**config.mk**
```make
export PLATFORM = sky130hd
export DESIGN_NAME = tdm_net_tx
export DESIGN_NICKNAME = d
export VERILOG_FILES = /design/src/rtl/tdm_tx_pkg.sv /design/src/rtl/tdm_tx_fifo.sv /design/src/rtl/tdm_tx_dma.sv /design/src/rtl/tdm_tx_timing.sv /design/src/rtl/tdm_tx_ser.sv /design/src/rtl/tdm_net_tx.sv
export SDC_FILE = /design/constraint.sdc
export NUM_CORES = 1
export LEC_CHECK = 0
export BUFFER_PORTS_ARGS = -buffer_cell sky130_fd_sc_hd__clkbuf_2
export CAP_MARGIN = 25
export CELL_PAD_IN_SITES_DETAIL_PLACEMENT = 1
export CELL_PAD_IN_SITES_GLOBAL_PLACEMENT = 2
export CORE_UTILIZATION = 47
export CTS_BUF_LIST = sky130_fd_sc_hd__clkbuf_16
export CTS_CLUSTER_DIAMETER = 100
export DETAILED_ROUTE_END_ITERATION = 7
export PLACE_DENSITY = 0.94
export SYNTH_ARGS = -nofsm -noshare
export SYNTH_HDL_FRONTEND = slang
export SYNTH_HIERARCHICAL = 1
export SYNTH_SLANG_ARGS = --single-unit
```
**constraint.sdc**
```tcl
create_clock -name clk_i -period 6 [get_ports clk_i]
set_input_delay 0.9 -clock clk_i [delete_from_list [all_inputs] [get_ports clk_i]]
set_output_delay 0.9 -clock clk_i [all_outputs]
set_load 0.05 [all_outputs]
```
**src/rtl/tdm_tx_pkg.sv**
```systemverilog
package tdm_tx_pkg;
  typedef enum logic [1:0] {
    SRC_NONE = 2'd0,
    SRC_FIFO = 2'd1,
    SRC_DMA  = 2'd2
  } src_e;
endpackage

```
**src/rtl/tdm_tx_fifo.sv**
```systemverilog
module tdm_tx_fifo #(
  parameter int W = 8,
  parameter int DEPTH = 8,
  localparam int AW = $clog2(DEPTH),
  localparam int LW = AW + 1
) (
  input  logic          clk_i,
  input  logic          rst_ni,
  input  logic          push_i,
  input  logic [W-1:0]  wdata_i,
  input  logic          pop_i,
  output logic [W-1:0]  rdata_o,
  output logic          empty_o,
  output logic          full_o,
  output logic [LW-1:0] level_o
);
  logic [W-1:0]  mem_q [DEPTH];
  logic [AW-1:0] wr_q, rd_q;
  logic [LW-1:0] lvl_q;
  logic          do_push, do_pop;

  assign empty_o = lvl_q == '0;
  assign full_o  = lvl_q == LW'(DEPTH);
  assign do_push = push_i && !full_o;
  assign do_pop  = pop_i && !empty_o;
  assign rdata_o = mem_q[rd_q];
  assign level_o = lvl_q;

  always_ff @(posedge clk_i or negedge rst_ni) begin
    if (!rst_ni) begin
      wr_q  <= '0;
      rd_q  <= '0;
      lvl_q <= '0;
    end else begin
      if (do_push) wr_q <= (wr_q == AW'(DEPTH-1)) ? '0 : wr_q + 1'b1;
      if (do_pop)  rd_q <= (rd_q == AW'(DEPTH-1)) ? '0 : rd_q + 1'b1;
      case ({do_push, do_pop})
        2'b10:   lvl_q <= lvl_q + 1'b1;
        2'b01:   lvl_q <= lvl_q - 1'b1;
        default: lvl_q <= lvl_q;
      endcase
    end
  end

  always_ff @(posedge clk_i) begin
    if (do_push) mem_q[wr_q] <= wdata_i;
  end

  AST_NO_OVERFLOW: assert property (@(posedge clk_i) disable iff (!rst_ni)
    lvl_q <= LW'(DEPTH));
  AST_FULL_DROPS_WRITE: assert property (@(posedge clk_i) disable iff (!rst_ni)
    (full_o && push_i && !pop_i) |=> $stable(lvl_q));
endmodule

```
**src/rtl/tdm_tx_dma.sv**
```systemverilog
module tdm_tx_dma #(
  parameter int SLOTS = 4,
  parameter int W = 8
) (
  input  logic                       clk_i,
  input  logic                       rst_ni,
  input  logic [SLOTS-1:0]           wr_i,
  input  logic [W-1:0]               wdata_i,
  input  logic [SLOTS-1:0]           take_i,
  input  logic [SLOTS-1:0]           en_i,
  output logic [SLOTS-1:0][W-1:0]    data_o,
  output logic [SLOTS-1:0]           full_o,
  output logic [SLOTS-1:0]           req_o
);
  for (genvar s = 0; s < SLOTS; s++) begin : g_slot
    logic [W-1:0] data_q;
    logic         full_q;

    always_ff @(posedge clk_i or negedge rst_ni) begin
      if (!rst_ni) begin
        data_q <= '0;
        full_q <= 1'b0;
      end else if (wr_i[s]) begin
        data_q <= wdata_i;
        full_q <= 1'b1;
      end else if (take_i[s]) begin
        full_q <= 1'b0;
      end
    end

    assign data_o[s] = data_q;
    assign full_o[s] = full_q;
    assign req_o[s]  = en_i[s] && !full_q;

    AST_WRITE_FILLS: assert property (@(posedge clk_i) disable iff (!rst_ni)
      wr_i[s] |=> full_q);
    AST_TAKE_ONLY_FULL: assert property (@(posedge clk_i) disable iff (!rst_ni)
      take_i[s] |-> full_q);
  end
endmodule

```
**src/rtl/tdm_tx_timing.sv**
```systemverilog
module tdm_tx_timing #(
  parameter int SLOTS = 4,
  parameter int W = 8,
  localparam int SW = $clog2(SLOTS),
  localparam int BW = $clog2(W)
) (
  input  logic          clk_i,
  input  logic          rst_ni,
  input  logic          tick_i,
  input  logic          enable_i,
  input  logic [SW-1:0] last_slot_i,
  input  logic          long_i,
  input  logic          sync_i,
  output logic          fetch_o,
  output logic [SW-1:0] fetch_slot_o,
  output logic          show_o,
  output logic          show_first_o,
  output logic          fs_o,
  output logic          aux1_o,
  output logic          aux2_o
);
  logic          run_q;
  logic [SW-1:0] slot_q;
  logic [BW-1:0] bit_q;
  logic          fs_q, aux1_q, aux2_q;
  logic          last_bit, wrap, mark;

  assign last_bit = bit_q == BW'(W-1);
  assign wrap     = slot_q >= last_slot_i;
  assign mark     = long_i || (bit_q == '0);

  // fetch happens on the tick before a slot's first bit
  assign fetch_o      = tick_i && enable_i && (!run_q || last_bit);
  assign fetch_slot_o = (!run_q || wrap) ? '0 : slot_q + 1'b1;
  assign show_o       = tick_i && enable_i && run_q;
  assign show_first_o = bit_q == '0;

  always_ff @(posedge clk_i or negedge rst_ni) begin
    if (!rst_ni) begin
      run_q  <= 1'b0;
      slot_q <= '0;
      bit_q  <= '0;
      fs_q   <= 1'b0;
      aux1_q <= 1'b0;
      aux2_q <= 1'b0;
    end else if (tick_i) begin
      if (!enable_i || !run_q) begin
        run_q  <= enable_i;
        slot_q <= '0;
        bit_q  <= '0;
        fs_q   <= 1'b0;
        aux1_q <= 1'b0;
        aux2_q <= 1'b0;
      end else begin
        fs_q   <= (slot_q == SW'(0)) && mark;
        aux1_q <= sync_i && (slot_q == SW'(1)) && mark;
        aux2_q <= sync_i && (slot_q == SW'(2)) && mark;
        bit_q  <= last_bit ? '0 : bit_q + 1'b1;
        if (last_bit) slot_q <= wrap ? '0 : slot_q + 1'b1;
      end
    end
  end

  assign fs_o   = fs_q;
  assign aux1_o = aux1_q;
  assign aux2_o = aux2_q;

  AST_SYNC_EXCLUSIVE: assert property (@(posedge clk_i) disable iff (!rst_ni)
    $onehot0({fs_q, aux1_q, aux2_q}));
  AST_SHORT_FS_ONE_BIT: assert property (@(posedge clk_i) disable iff (!rst_ni)
    (fs_q && !long_i && show_o) |=> !fs_q);
  AST_AUX_OFF: assert property (@(posedge clk_i) disable iff (!rst_ni)
    (tick_i && !sync_i) |=> (!aux1_q && !aux2_q));
endmodule

```
**src/rtl/tdm_tx_ser.sv**
```systemverilog
module tdm_tx_ser #(
  parameter int W = 8
) (
  input  logic         clk_i,
  input  logic         rst_ni,
  input  logic         tick_i,
  input  logic         show_i,
  input  logic         first_i,
  input  logic [W-1:0] word_i,
  input  logic         word_oe_i,
  output logic         sd_o,
  output logic         oe_o
);
  logic [W-1:0] sh_q;
  logic         oe_q;

  always_ff @(posedge clk_i or negedge rst_ni) begin
    if (!rst_ni) begin
      sh_q <= '0;
      oe_q <= 1'b0;
    end else if (tick_i) begin
      if (!show_i) begin
        oe_q <= 1'b0;
      end else if (first_i) begin
        sh_q <= word_i;
        oe_q <= word_oe_i;
      end else begin
        sh_q <= {sh_q[W-2:0], 1'b0};
      end
    end
  end

  assign sd_o = oe_q && sh_q[W-1];
  assign oe_o = oe_q;

  AST_IDLE_RELEASES: assert property (@(posedge clk_i) disable iff (!rst_ni)
    (tick_i && !show_i) |=> !oe_q);
  AST_OE_HOLDS_IN_SLOT: assert property (@(posedge clk_i) disable iff (!rst_ni)
    (tick_i && show_i && !first_i) |=> $stable(oe_q));
endmodule

```
**src/rtl/tdm_net_tx.sv**
```systemverilog
module tdm_net_tx #(
  parameter int SLOTS = 4,
  parameter int W = 8,
  parameter int DEPTH = 8,
  localparam int SW = $clog2(SLOTS),
  localparam int LW = $clog2(DEPTH) + 1
) (
  input  logic             clk_i,
  input  logic             rst_ni,
  input  logic             bit_tick_i,
  input  logic             enable_i,
  input  logic             sync_mode_i,
  input  logic             long_fs_i,
  input  logic [SW-1:0]    last_slot_i,
  input  logic [SLOTS-1:0] tx_assign_i,
  input  logic [SLOTS-1:0] dma_en_i,
  input  logic [LW-1:0]    warn_lvl_i,
  input  logic             fifo_wr_i,
  input  logic [W-1:0]     fifo_wdata_i,
  output logic             fifo_full_o,
  output logic [LW-1:0]    fifo_level_o,
  input  logic [SLOTS-1:0] dma_wr_i,
  input  logic [W-1:0]     dma_wdata_i,
  output logic [SLOTS-1:0] dma_req_o,
  output logic             tx_irq_o,
  input  logic             underrun_clr_i,
  output logic             underrun_o,
  output logic             sd_o,
  output logic             sd_oe_o,
  output logic             fs_o,
  output logic             aux_fs1_o,
  output logic             aux_fs2_o
);
  import tdm_tx_pkg::*;

  logic                    fetch, show, show_first;
  logic [SW-1:0]           fetch_slot;
  logic [W-1:0]            fifo_rdata;
  logic                    fifo_empty, fifo_pop;
  logic [SLOTS-1:0][W-1:0] dma_data;
  logic [SLOTS-1:0]        dma_full, dma_take;
  src_e                    src;
  logic                    starve;
  logic [W-1:0]            pend_q;
  logic                    pend_oe_q, urun_q;

  tdm_tx_timing #(.SLOTS(SLOTS), .W(W)) i_timing (
    .clk_i, .rst_ni,
    .tick_i       (bit_tick_i),
    .enable_i,
    .last_slot_i,
    .long_i       (long_fs_i),
    .sync_i       (sync_mode_i),
    .fetch_o      (fetch),
    .fetch_slot_o (fetch_slot),
    .show_o       (show),
    .show_first_o (show_first),
    .fs_o,
    .aux1_o       (aux_fs1_o),
    .aux2_o       (aux_fs2_o)
  );

  always_comb begin
    if (!tx_assign_i[fetch_slot]) src = SRC_NONE;
    else if (dma_en_i[fetch_slot]) src = SRC_DMA;
    else src = SRC_FIFO;
  end

  assign fifo_pop = fetch && (src == SRC_FIFO);
  assign starve   = fetch && (((src == SRC_FIFO) && fifo_empty) ||
                              ((src == SRC_DMA) && !dma_full[fetch_slot]));

  always_comb begin
    dma_take = '0;
    if (fetch && (src == SRC_DMA)) dma_take[fetch_slot] = dma_full[fetch_slot];
  end

  tdm_tx_fifo #(.W(W), .DEPTH(DEPTH)) i_fifo (
    .clk_i, .rst_ni,
    .push_i  (fifo_wr_i),
    .wdata_i (fifo_wdata_i),
    .pop_i   (fifo_pop),
    .rdata_o (fifo_rdata),
    .empty_o (fifo_empty),
    .full_o  (fifo_full_o),
    .level_o (fifo_level_o)
  );

  tdm_tx_dma #(.SLOTS(SLOTS), .W(W)) i_dma (
    .clk_i, .rst_ni,
    .wr_i    (dma_wr_i),
    .wdata_i (dma_wdata_i),
    .take_i  (dma_take),
    .en_i    (dma_en_i),
    .data_o  (dma_data),
    .full_o  (dma_full),
    .req_o   (dma_req_o)
  );

  always_ff @(posedge clk_i or negedge rst_ni) begin
    if (!rst_ni) begin
      pend_q    <= '0;
      pend_oe_q <= 1'b0;
      urun_q    <= 1'b0;
    end else begin
      if (fetch) begin
        pend_oe_q <= src != SRC_NONE;
        unique case (src)
          SRC_FIFO: pend_q <= fifo_empty ? '0 : fifo_rdata;
          SRC_DMA:  pend_q <= dma_full[fetch_slot] ? dma_data[fetch_slot] : '0;
          default:  pend_q <= '0;
        endcase
      end
      if (starve) urun_q <= 1'b1;
      else if (underrun_clr_i) urun_q <= 1'b0;
    end
  end

  tdm_tx_ser #(.W(W)) i_ser (
    .clk_i, .rst_ni,
    .tick_i    (bit_tick_i),
    .show_i    (show),
    .first_i   (show_first),
    .word_i    (pend_q),
    .word_oe_i (pend_oe_q),
    .sd_o,
    .oe_o      (sd_oe_o)
  );

  assign tx_irq_o   = fifo_level_o <= warn_lvl_i;
  assign underrun_o = urun_q;

  AST_UNDERRUN_STICKY: assert property (@(posedge clk_i) disable iff (!rst_ni)
    (urun_q && !underrun_clr_i) |=> urun_q);
  AST_STARVE_SETS: assert property (@(posedge clk_i) disable iff (!rst_ni)
    starve |=> urun_q);
endmodule

```
* Word-level counts from Yosys, hierarchy flattened
Memories as Yosys holds them, arrays and structs flattened.
Cells that the tools add are included.
** Storage, ports and cells
- Register bits :: 74
- Memory bits (writable) :: 64
- Word-level logic and storage cells :: 138
- Memories :: 1
** Cells by class
- $add $sub $neg :: 6
- $lt $le $gt $ge :: 4
- Equal/unequal tests :: 11
- Muxes and demuxes :: 43
- Bitwise gates (word level) :: 1
- Reductions and logical operators :: 50
** Memory list
- i_fifo.mem_q :: depth 8, bits a word 8, read ports 1, clocked after memory_dff 0, wr ports 1, RTL line tdm_tx_fifo.sv:17 : logic [W-1:0] mem_q [DEPTH];
** Operators by type and width (count)
- two-way mux 8 bit :: 4
- logical AND 1 bit :: 21
- two-way mux 1 bit :: 21
- binary-select mux 8 bit (select 2 bit) :: 1
- case mux 8 bit (2 select lines) :: 1
- nonzero test 2 bit :: 8
- two-way mux 2 bit :: 6
- two-way mux 3 bit :: 4
- adder 3 x 1 -> 3 bit, second input constant :: 3
- == test 3 bit, second input constant :: 3
- logical NOT 1 bit :: 9
- case mux 4 bit (2 select lines) :: 1
- AND reduction 2 bit :: 4
- binary-select mux 1 bit (select 2 bit) :: 3
- == test 2 x 1 -> 1 bit, second input constant :: 3
- == test 2 bit, second input constant :: 3
- logical OR 1 bit :: 5
- adder 4 x 1 -> 4 bit, second input constant :: 1
- AND 4 bit :: 1
- == test 4 bit, second input constant :: 1
- <= comparator 4 bit :: 1
- logical NOT 4 bit :: 1
- two-way mux 4 bit :: 1
- subtractor 4 x 1 -> 4 bit, second input constant :: 1
- 8 further kinds :: 8

* Logic depth before layout (Yosys ltp)
- Depth in word-level cells :: 12
- Depth in mapped cells :: 16

* By module
The synthesis kept the hierarchy.
** By module, submodules not included
- tdm_tx_fifo :: instances 1, cells an instance 161, area an instance 3179.3 um2, seq. area each 2172.1 um2
- tdm_tx_dma :: instances 1, cells an instance 88, area an instance 1531.5 um2, seq. area each 900.9 um2
- tdm_net_tx :: instances 1, cells an instance 86, area an instance 948.4 um2, seq. area each 250.2 um2
- tdm_tx_timing :: instances 1, cells an instance 55, area an instance 558.0 um2, seq. area each 225.2 um2
- tdm_tx_ser :: instances 1, cells an instance 43, area an instance 444.2 um2, seq. area each 225.2 um2

* Least setup slack after synthesis
No wires, ideal clock.
- Path kind :: input -> register
- From :: input port last_slot_i[0]
- To :: register i_fifo.lvl_q[3] (netlist: i_fifo/level_o[3])
- Library setup time :: 0.134 ns
- Arrival time :: 4.059 ns
- Required time :: 5.866 ns
- Setup slack :: 1.807 ns
- Cell stages on the path :: 15
- Path buffers :: 2
- Cell sequence :: ha_1 > nand2b_4 > a211oi_2 > buf_6 > mux2i_1 > o22a_1 > buf_4 > nor2_1 > o41ai_2 > inv_1 > ha_1 > ha_1 > or4b_2 > o311ai_0 > o211ai_1
** On the way
- Cells in the longest elaborated chain, start to end :: 12
- Elaborated cells between the ends (all ways) :: 16
** RTL lines
- start: declaration :: RTL line tdm_net_tx.sv:14 : input logic [SW-1:0] last_slot_i,
- >= comparator 2 bit (*) :: RTL line tdm_tx_timing.sv:29 : assign wrap = slot_q >= last_slot_i;
- logical OR 1 bit (*) :: RTL line tdm_tx_timing.sv:34 : assign fetch_slot_o = (!run_q || wrap) ? '0 : slot_q + 1'b1;
- two-way mux 2 bit (*) :: RTL line tdm_tx_timing.sv:34
- via fetch_slot[1] :: RTL line tdm_net_tx.sv:37 : logic [SW-1:0] fetch_slot;
- binary-select mux 1 bit (select 2 bit) :: RTL line tdm_net_tx.sv:65 : else if (dma_en_i[fetch_slot]) src = SRC_DMA;
- two-way mux 1 bit (implied by the code) :: RTL line tdm_net_tx.sv:65
- two-way mux 2 bit :: RTL line tdm_net_tx.sv:65
- two-way mux 2 bit (*) :: RTL line tdm_net_tx.sv:64 : if (!tx_assign_i[fetch_slot]) src = SRC_NONE;
- == test 2 x 1 -> 1 bit (*) :: RTL line tdm_net_tx.sv:69 : assign fifo_pop = fetch && (src == SRC_FIFO);
- logical AND 1 bit (*) :: RTL line tdm_net_tx.sv:69
- via fifo_pop :: RTL line tdm_net_tx.sv:39 : logic fifo_empty, fifo_pop;
- logical AND 1 bit (*) :: RTL line tdm_tx_fifo.sv:25 : assign do_pop = pop_i && !empty_o;
- via i_fifo.do_pop :: RTL line tdm_tx_fifo.sv:20 : logic do_push, do_pop;
- == test 2 x 1 -> 1 bit / == test 2 bit (equally long branches) :: RTL line tdm_tx_fifo.sv:37 : case ({do_push, do_pop})
- case mux 4 bit (2 select lines) / nonzero test 2 bit (equally long branches)
- end signal: assignment :: RTL line tdm_tx_fifo.sv:38 : 2'b10: lvl_q <= lvl_q + 1'b1;
- end signal: assignment :: RTL line tdm_tx_fifo.sv:39 : 2'b01: lvl_q <= lvl_q - 1'b1;
- end signal: assignment :: RTL line tdm_tx_fifo.sv:40 : default: lvl_q <= lvl_q;
- end: declaration :: RTL line tdm_tx_fifo.sv:19 : logic [LW-1:0] lvl_q;
Mark *: on every way through the listed nets, which the timed path passes. The rest lies on a longest branch. The select of a mux whose other input is x is not followed.
A chain may end at the register's enable or synchronous reset.

* Worst setup path after layout
Ends and elaborated chain as after synthesis.

==> run metrics <==
status finished with violations; violated checks design-rule violations; # setup viols final 0; post-synthesis sequential area ratio between 50 and 60%; Detail Route Antenna Nets 0; worst hold path type in2async; CTS root buffer clkbuf_16; Crit Path Max Fanout 18; Syn Area/Cell about 15 sq um; Reg clk slew, reported paths approximately 0.070 ns; DRC Markers 1; CP dominant cell by count ha_1; fmax between 200 and 250 MHz; row count 43; fin crit period between 4 and 5 ns; pin count of the biggest net entering global routing 75; crit path cell chain clkbuf_2, ha_1, nand2b_4, a211oi_2, buf_4, mux2i_1, o22a_1, nor2_1, o41ai_2, inv_1, ha_1, ha_1, or4b_2, o311ai_0, o211ai_1; # hold bufs at CTS 0; Synth async-reset ratio between 50 and 60%; core box area about 0.014 sq mm; clk_lat worst skew 0.42 ns; Netlist cell types around 60; Worst Max-Slew Pin Slew 0.944 ns; VDD IR max roughly 0.32 mV; area leader, netlist edfxtp_1; WL met1 ~6500 um; global-route wire length before repair 23800 um; CP max stage cell or4b_2; Yosys warning count 6; CTS tree done; met3 WL 491 um; startpoint types input port; initial core utilization about 48%; top routing layer used met4; Static Leak roughly 0.0032 uW; Yosys reg bits ~140; Net Switching a little over 1000 uW; routed len/inst ~22 um; global route overflow 0; Die Area around 0.015 sq mm; Post-Syn Area between 0.006 and 0.007 sq mm; Sequential Power Share a little over two fifths; maximum clock path buffer count 2; Worst Path Required 6.30 ns; Vias ~3.9k; Max Cap Violations 0; Critical Path Sink Type flop; I/O pin count slightly below 60; Routability Congestion about 0.77; most common cell in the netlist dfrtp_1; Slew Viols, Final 0; Die Width approximately 120 um; CP Class in2reg; final WL 15200 um; Worst path max stage delay about 0.66 ns; CTS buffer count 17; H-tree levels 4; post-CTS sizing 0; Post-CTS Setup Bufs 0; hpwl dp 10000 um; main flop type after synthesis dfrtp_1; drt initial violations 212; number of global-route vias before repair approximately 4.3k; P_int around 2100 uW; slew margin rel. 36.9%; synth cell count leaders 74 x dfrtp_1, 64 x edfxtp_1, 41 x mux2_4; Hold Vio Cnt, Final 0; Clock Sinks 138; Die Span Y 121 um; Buffers on Ports 57; setup TNS 0 ns; Comb pwr share 25.6%; P&R area growth vs syn 14.9%; fin nets 558; top cell type's share of synthesized area between 20% and 30%; layout cells sized above 1 34.8%; Synth Net Count around 500; initial antenna violation count 0; WP data arrival about 4.8 ns; Tcrit/Tclk final about 75%; final core occ between 50% and 60%; total track usage between 20% and 30%; clock share of power around a third; setup repair after global routing missed its margin no; Post-synth EDFFs 64; drt pass-1 iters 6; main area contributors after synthesis edfxtp_1 29%, dfrtp_1 28%, mux2_4 9.2%; Vias per Instance between 5 and 6; Final Skew between 0.004 and 0.005 ns; Antenna Cells 0; switch share 32.7%; Gate Count Post-Synth roughly 430; met2 wire len 8020 um; pwr dens a little over 400 mW/mm^2
==> sequential cells by signal, summed over array words and instances, names as in the netlist <==
register	flops
i_dma/g_slot.data_q	32
i_dma/g_slot.full_q	4
i_fifo/level_o	4
i_fifo/mem_q	64
i_fifo/rd_q	3
i_fifo/wr_q	3
i_ser/oe_o	1
i_ser/sh_q	8
i_timing/aux1_o	1
i_timing/aux2_o	1
i_timing/bit_q	3
i_timing/fs_o	1
i_timing/run_q	1
i_timing/slot_q	2
pend_oe_q	1
pend_q	8
underrun_o	1
==> power groups by stage <==
stage          combinational [uW]  sequential [uW]  clock (uW)
2_1_floorplan                 589             1300           0
3_3_place_gp                  693             1340           0
3_5_place_dp                  743             1350           0
4_1_cts                       762             1340        1030
5_1_grt                       862             1340        1060
6_report                      801             1320        1010
==> final cells by class <==
type | instances | area (sq um)
Timing Repair Buffer | 68 | 412
Tap cell | 180 | 225
Clock inverter | 15 | 141
Inverter | 31 | 116
Sequential cell | 138 | 3770
Multi-Input combinational cell | 240 | 2560
Clock buffer | 17 | 425
Fill cell | 1324 | 6170
==> critical path, delay by kind of cell <==
| kind | cells | cell delay [ns] |
|---|---|---|
| compound gates | 5 | 1.05 |
| fa+ha+maj | 3 | 0.98 |
| simple gates | 3 | 0.97 |
| mux | 1 | 0.35 |
| buf+inv | 3 | 0.52 |
==> metal layers <==
metal / vias up / GRT usage, %
li1: 1764 / -
met1: 2022 / 27.7
met2: 82 / 38.8
met3: 23 / 4.04
met4: 0 / 8.72
met5: - / 0
==> cell families after synthesis <==
group,synth area share (%)
fa+ha+maj,3.87
compound gates,6.14
simple gates,6.95
mux,21.2
flops,56.6
xor+xnor,0.263
buf+inv,4.90
==> placed cells by master, fill, tap and decap left out, types with 3 or more instances in the layout <==
master	n
nor2b_1	7
inv_8	5
nand2_1	15
dfrtp_1	74
edfxtp_1	64
mux2_1	3
inv_6	7
clkbuf_16	17
ha_1	19
mux4_1	10
clkbuf_2	56
mux2_4	41
nor3b_1	3
nor3_1	14
mux4_2	15
buf_4	8
o21ai_0	8
nand3_1	5
inv_1	31
nor2_1	8
nand2b_1	4
mux2i_1	13
a221o_1	8
a21o_2	4
nand4_1	5
mux2_2	3
nor4_1	3
a21oi_1	16
==> worst paths after layout <==
kind	startpoint	to	slack (ns)	cells past startpoint
worst max-delay path	last_slot_i[0]	i_fifo/level_o[3]	1.52	15
worst min-delay path	rst_ni	i_dma/g_slot[1].data_q[0]	0.37	2
worst max register to register	i_timing/slot_q[0]	i_fifo/level_o[3]	1.57	15
worst min register to register	i_dma/g_slot[3].data_q[7]	i_dma/g_slot[3].data_q[7]	0.50	1
max in group asynchronous	rst_ni	i_dma/g_slot[3].data_q[6]	5.09	3
min in group clk_i	i_dma/g_slot[3].data_q[7]	i_dma/g_slot[3].data_q[7]	0.50	1
==> through the flow <==
stage               setup WS (ns)  total power, uW  cells  hold slack, ns  instance area [sq um]
floorplan                    1.81             1890    433           0.473                   6660
global placement             1.42             2030    654           0.487                   7020
detailed placement           1.17             2100    655           0.490                   7030
CTS                          1.59             3130    687           0.511                   7600
global route                 1.29             3260    689           0.360                   7650
finish                       1.52             3130    689           0.369                   7650
Power figures use the tool's default switching activity.
